==> src/rtl/srr_pkg.sv <==
package srr_pkg;
    typedef enum logic [0:0] {
        ST_OPEN  = 1'b0,
        ST_ARMED = 1'b1
    } gre_state_t;
endpackage

==> src/rtl/srr_seq.sv <==
module srr_seq
    import srr_pkg::*;
(
    input  logic clk,
    input  logic rst_n,
    input  logic gre_set,
    input  logic reload_evt,
    output logic commit_g,
    output logic early_evt,
    output logic armed
);
    gre_state_t state_q, state_d;

    // next-state logic; arm requests are taken after the event is judged
    always_comb begin
        state_d = state_q;
        unique case (state_q)
            ST_OPEN: begin
                if (gre_set) state_d = ST_ARMED;
            end
            ST_ARMED: begin
                if (reload_evt && !gre_set) state_d = ST_OPEN;
            end
            default: state_d = ST_OPEN;
        endcase
    end

    always_ff @(posedge clk) begin
        if (!rst_n) state_q <= ST_OPEN;
        else        state_q <= state_d;
    end

    always_comb begin
        commit_g  = 1'b0;
        early_evt = 1'b0;
        armed     = 1'b0;
        unique case (state_q)
            ST_OPEN:  early_evt = reload_evt;
            ST_ARMED: begin
                commit_g = reload_evt;
                armed    = 1'b1;
            end
            default: ;
        endcase
    end
endmodule

==> src/rtl/srr_bank.sv <==
module srr_bank #(
    parameter int          DATA_W  = 16,
    parameter int          ADDR_W  = 3,
    parameter int          IDX     = 0,
    parameter bit          LOCAL   = 1'b0,
    parameter logic [DATA_W-1:0] RST_VAL = '0
) (
    input  logic              clk,
    input  logic              rst_n,
    input  logic              wr_en,
    input  logic [ADDR_W-1:0] wr_addr,
    input  logic [DATA_W-1:0] wr_data,
    input  logic              commit_g,
    input  logic              reload_evt,
    input  logic              arm_set,
    output logic [DATA_W-1:0] active,
    output logic              arm_q
);
    logic [DATA_W-1:0] shadow_q;
    logic              load;
    logic              hit;

    assign hit = wr_en && (wr_addr == ADDR_W'(IDX));

    always_ff @(posedge clk) begin
        if (!rst_n)   shadow_q <= RST_VAL;
        else if (hit) shadow_q <= wr_data;
    end

    generate
        if (LOCAL) begin : g_local
            logic arm_r;
            always_ff @(posedge clk) begin
                if (!rst_n)                  arm_r <= 1'b0;
                else if (arm_set)            arm_r <= 1'b1;
                else if (reload_evt && arm_r) arm_r <= 1'b0;
            end
            assign load  = reload_evt && arm_r;
            assign arm_q = arm_r;
        end else begin : g_global
            assign load  = commit_g;
            assign arm_q = 1'b0;
        end
    endgenerate

    // active copy samples the shadow value from before this edge's write
    always_ff @(posedge clk) begin
        if (!rst_n)    active <= RST_VAL;
        else if (load) active <= shadow_q;
    end
endmodule

==> src/rtl/srr_err.sv <==
module srr_err (
    input  logic clk,
    input  logic rst_n,
    input  logic early_evt,
    input  logic err_clr,
    input  logic err_irq_en,
    output logic err_flag,
    output logic irq
);
    always_ff @(posedge clk) begin
        if (!rst_n)         err_flag <= 1'b0;
        else if (early_evt) err_flag <= 1'b1;
        else if (err_clr)   err_flag <= 1'b0;
    end

    assign irq = err_flag & err_irq_en;
endmodule

==> src/rtl/shadow_reload_ctrl.sv <==
module shadow_reload_ctrl #(
    parameter int                NUM_REGS  = 5,
    parameter int                NUM_LOCAL = 2,
    parameter int                DATA_W    = 16,
    parameter logic [DATA_W-1:0] RST_VAL   = 16'h00A5,
    parameter int                ADDR_W    = $clog2(NUM_REGS + 1)
) (
    input  logic                       clk,
    input  logic                       rst_n,
    input  logic                       wr_en,
    input  logic [ADDR_W-1:0]          wr_addr,
    input  logic [DATA_W-1:0]          wr_data,
    input  logic                       gre_set,
    input  logic [NUM_LOCAL-1:0]       local_set,
    input  logic                       reload_evt,
    input  logic                       err_clr,
    input  logic                       err_irq_en,
    output logic [NUM_REGS*DATA_W-1:0] active_o,
    output logic                       gre_armed,
    output logic [NUM_LOCAL-1:0]       local_armed,
    output logic                       err_flag,
    output logic                       irq
);
    localparam int NUM_GLOBAL = NUM_REGS - NUM_LOCAL;

    logic commit_g;
    logic early_evt;

    srr_seq u_seq (
        .clk       (clk),
        .rst_n     (rst_n),
        .gre_set   (gre_set),
        .reload_evt(reload_evt),
        .commit_g  (commit_g),
        .early_evt (early_evt),
        .armed     (gre_armed)
    );

    srr_err u_err (
        .clk       (clk),
        .rst_n     (rst_n),
        .early_evt (early_evt),
        .err_clr   (err_clr),
        .err_irq_en(err_irq_en),
        .err_flag  (err_flag),
        .irq       (irq)
    );

    generate
        for (genvar i = 0; i < NUM_REGS; i++) begin : g_reg
            if (i < NUM_GLOBAL) begin : g_gl
                logic unused_arm;
                srr_bank #(
                    .DATA_W(DATA_W), .ADDR_W(ADDR_W), .IDX(i),
                    .LOCAL(1'b0), .RST_VAL(RST_VAL)
                ) u_bank (
                    .clk       (clk),
                    .rst_n     (rst_n),
                    .wr_en     (wr_en),
                    .wr_addr   (wr_addr),
                    .wr_data   (wr_data),
                    .commit_g  (commit_g),
                    .reload_evt(reload_evt),
                    .arm_set   (1'b0),
                    .active    (active_o[i*DATA_W +: DATA_W]),
                    .arm_q     (unused_arm)
                );
            end else begin : g_lc
                srr_bank #(
                    .DATA_W(DATA_W), .ADDR_W(ADDR_W), .IDX(i),
                    .LOCAL(1'b1), .RST_VAL(RST_VAL)
                ) u_bank (
                    .clk       (clk),
                    .rst_n     (rst_n),
                    .wr_en     (wr_en),
                    .wr_addr   (wr_addr),
                    .wr_data   (wr_data),
                    .commit_g  (commit_g),
                    .reload_evt(reload_evt),
                    .arm_set   (local_set[i-NUM_GLOBAL]),
                    .active    (active_o[i*DATA_W +: DATA_W]),
                    .arm_q     (local_armed[i-NUM_GLOBAL])
                );
            end
        end
    endgenerate
endmodule

==> config.mk <==
export PLATFORM = sky130hd
export DESIGN_NAME = shadow_reload_ctrl
export DESIGN_NICKNAME = d
export VERILOG_FILES = /design/src/rtl/srr_pkg.sv /design/src/rtl/srr_seq.sv /design/src/rtl/srr_bank.sv /design/src/rtl/srr_err.sv /design/src/rtl/shadow_reload_ctrl.sv
export SDC_FILE = /design/constraint.sdc
export NUM_CORES = 1
export LEC_CHECK = 0
export ABC_AREA = 1
export BUFFER_PORTS_ARGS = -buffer_cell sky130_fd_sc_hd__buf_4
export CAP_MARGIN = 5
export CORE_UTILIZATION = 40
export CTS_CLUSTER_DIAMETER = 60
export CTS_CLUSTER_SIZE = 12
export DETAILED_ROUTE_END_ITERATION = 8
export GPL_TIMING_DRIVEN = 0
export HOLD_SLACK_MARGIN = 0.02
export PLACE_DENSITY = 0.73
export SLEW_MARGIN = 5
export SYNTH_ARGS = -nofsm -noshare
export SYNTH_HDL_FRONTEND = slang
export SYNTH_SLANG_ARGS = --single-unit
==> constraint.sdc <==
create_clock -name clk -period 1.7 [get_ports clk]
set_clock_uncertainty 0.15 [all_clocks]
set_input_delay 0.17 -clock clk [delete_from_list [all_inputs] [get_ports clk]]
set_output_delay 0.17 -clock clk [all_outputs]
set_load 0.01 [all_outputs]
==> flow_summary.ini <==
[routing]
post_drt_via_cell_ratio = 4.82
drc_violation_count_after_routing = 9
route.final.wire_length_um = 15600
first_pass_iters = 7
routed-via-count = 5541
wl_per_cell_um = 13.5
first_iter_violations = 502
route.antenna.remaining_nets = 0

[die]
die_height_um = 125
die_area_um2 = 15700
rows = 44
ios = 113
floorplan.initialDensity = 0.414
design.core.area_um2 = 14700
die_width_um = 125

[outcome]
status = finished, violations left
violated_checks = design-rule violations

[grt]
grt_use_total = 0.209
grt_first_pass_wirelength_um = 25900
grt_start_max_net_pins = 17
antenna_found_initial = 0
overflow = 0
number_of_global_route_vias_before_repair = 5320

[placed_design]
placedInstanceArea_um2 = 7150
routabilityCongestion = 0.899
place_hpwl_um = 11200
portBuffers = 111

[setup_path]
delay_of_the_slowest_cell_on_the_worst_path_ns = 0.37
crit_path_cell_trace = nand2_1 > buf_2 > buf_2 > o21ai_0 > nor2_1
critical_path_peak_fanout = 10
kind_of_capture_point_of_the_worst_setup_path = register
cp.arrival_ns = 1.73
family_with_the_most_delay_on_the_worst_path = buffers and inverters
data_required_time_at_the_worst_endpoint_ns = 1.87
standard_cell_with_the_maximum_stage_delay_on_the_critical_path = dfxtp_1
critical_path_class = reg -> reg
worstSetupStartpointType = register
cp_num_buf_inv = 2
crit_top_cell = buf_2
setup.reg_to_reg.worst_slack_ns = 0.14

[logic_synthesis]
count_leader_synth = nor2_1
synth_nets = 839
mappedNetlistArea_um2 = 6080
yosys_warnings = 0
yosys_register_bits = 164
sequential_to_total_area_share_from_yosys_stat = 0.540
synth_edf_count = 0
synthArstFlopShare = 0
syn-instance-count = 811
synth.avg_cell_area_um2 = 7.50
post_synth_most_frequent_cells = 243 x nor2_1, 164 x dfxtp_1, 152 x nand2_1, 100 x nand3_1, 60 x o21ai_0
synth.top_cells.by_area = dfxtp_1 54%, nor2_1 15%, nand2_1 9.4%, nand3_1 8.2%, o21ai_0 4.9%
yosys.area.top_type_share = 0.540
synth_top_area_cell = dfxtp_1
ys_types = 18
synth-main-ff-cell = dfxtp_1

[timing]
timing_worst_slew_pin_value_ns = 0.433
setup_repair_after_global_routing_missed_its_margin = false
worst_slew_margin_rel = 0.711
finalSetupTns_ns = 0
setup-violations-final = 0
final_layout_worst_hold_slack_ns = 0.0355
maxClockFrequency_ghz = 0.641
slew_violations = 0
final_hold_viol_count = 0
finalCritPeriodShare = 0.918
min_period_ns = 1.56

[cells_and_area]
postLayoutCellArea_um2 = 7930
antenna_cells_inserted = 0
finish.net_count = 981
layout-drive-gt1-share = 0.200
layout_utilization = 0.539
synthToLayoutAreaGrowth_pct = 30.3
fill_cells = 1410

[min_path]
tightest_hold_check_type = in -> reg

[cts]
cts-root-buf = clkbuf_16
clock_buffers_created_by_tritoncts = 17
post-cts-setup-buffers = 0
clock_latency_ns = 0.43
cts_num_sinks = 164
clkTransAtPathRegs_ns = 0.06
cts_h_tree_depth = 4
max-clock-path-buffers = 2
cts_tree = done

[power]
irDropWorstVdd_mv = 0.790
p_leak_nw = 3.63
power.density_cell_area_nw_per_um2 = 1170

[flow_run]
drv.max_cap_violation_count = 0
-- metrics by stage --
step | setup WS, ns | std cells | total power [mW]
detailed placement | 0.137 | 1106 | 5.11
global route | 0.0421 | 1150 | 9.63
floorplan | 0.436 | 811 | 4.71
CTS | 0.130 | 1150 | 9.34
finish | 0.140 | 1150 | 9.29
global placement | 0.145 | 1106 | 5.09
-- worst register-to-register path, stage by stage, from the launching register on --
cell and delay [ns]:
dfxtp_1 0.37, nand2_1 0.20, buf_2 0.25, buf_2 0.19, o21ai_0 0.23, nor2_1 0.07
-- report_power, final --
group | switching (mW) | internal, mW
clock | 1.54 | 2.70
combinational | 0.536 | 0.395
sequential | 0.0957 | 4.02
-- sequential cells by signal (all words and copies together), names as in the netlist --
register / count
g.g_gl.u_bank.active: 48
g.g_gl.u_bank.shadow_q: 48
g.g_lc.u_bank.active: 32
g.g_lc.u_bank.arm_q: 2
g.g_lc.u_bank.shadow_q: 32
u_err.err_flag: 1
u_seq.state_q: 1
-- per-layer routing --
layer,global-route usage,routed length [um],vias up
met4,0.0717,225,0
met2,0.345,7370,138
met1,0.267,7070,2540
met3,0.0526,895,21
met5,0,0,-
li1,-,-,2842
-- final cells by class --
class / instances / area (um2) / share of cell area
repair buffers: 123 / 953 / 0.120
multi-input cells: 572 / 2420 / 0.305
clock buffers: 21 / 460 / 0.0581
clock inverters: 11 / 198 / 0.0249
plain buffers: 50 / 288 / 0.0363
flip-flops and latches: 164 / 3280 / 0.414
inverters: 25 / 93.8 / 0.0118
well taps: 184 / 230 / 0.0290
-- final timing paths --
path                                           end  cells after the start                        startpoint
setup reg to reg   g_reg[1].g_gl.u_bank.active[10]                      5                     u_seq.state_q
hold / removal    g_reg[2].g_gl.u_bank.shadow_q[1]                      5                        wr_addr[0]
hold reg to reg     g_reg[2].g_gl.u_bank.active[0]                      2  g_reg[2].g_gl.u_bank.shadow_q[0]
setup / recovery   g_reg[1].g_gl.u_bank.active[10]                      5                     u_seq.state_q
-- timing repair --
action	4_1_cts	5_1_grt
setup endpoints to repair	0	1
gates resized for setup	0	3
hold endpoints to repair	28	0
hold buffers	12	0
-- cell usage in the layout (no fill, tap or decap), types with 2 or more instances in the layout --
| cell | n |
|---|---|
| nor2_1 | 243 |
| dfxtp_1 | 164 |
| nand2_1 | 152 |
| buf_4 | 123 |
| nand3_1 | 100 |
| o21ai_0 | 59 |
| inv_1 | 21 |
| buf_2 | 19 |
| clkbuf_16 | 17 |
| clkbuf_1 | 16 |
| dlygate4sd3_1 | 12 |
| nor2_4 | 6 |
| bufinv_16 | 5 |
| inv_2 | 4 |
| buf_6 | 4 |
| nor2_2 | 3 |
| a21oi_1 | 3 |
| nand2_2 | 2 |
| clkbuf_8 | 2 |
| clkinv_4 | 2 |
| inv_6 | 2 |
-- cells by family (layout without fill, tap and decap cells) --
kind of cell           Yosys count  in the layout  synth area share
buffers and inverters           75            230            0.0625
DFF                            164            164             0.540
AOI/OAI and AO/OA               64             64            0.0528
and+or+nand+nor                508            508             0.345
(Power assumes the default switching activity.)
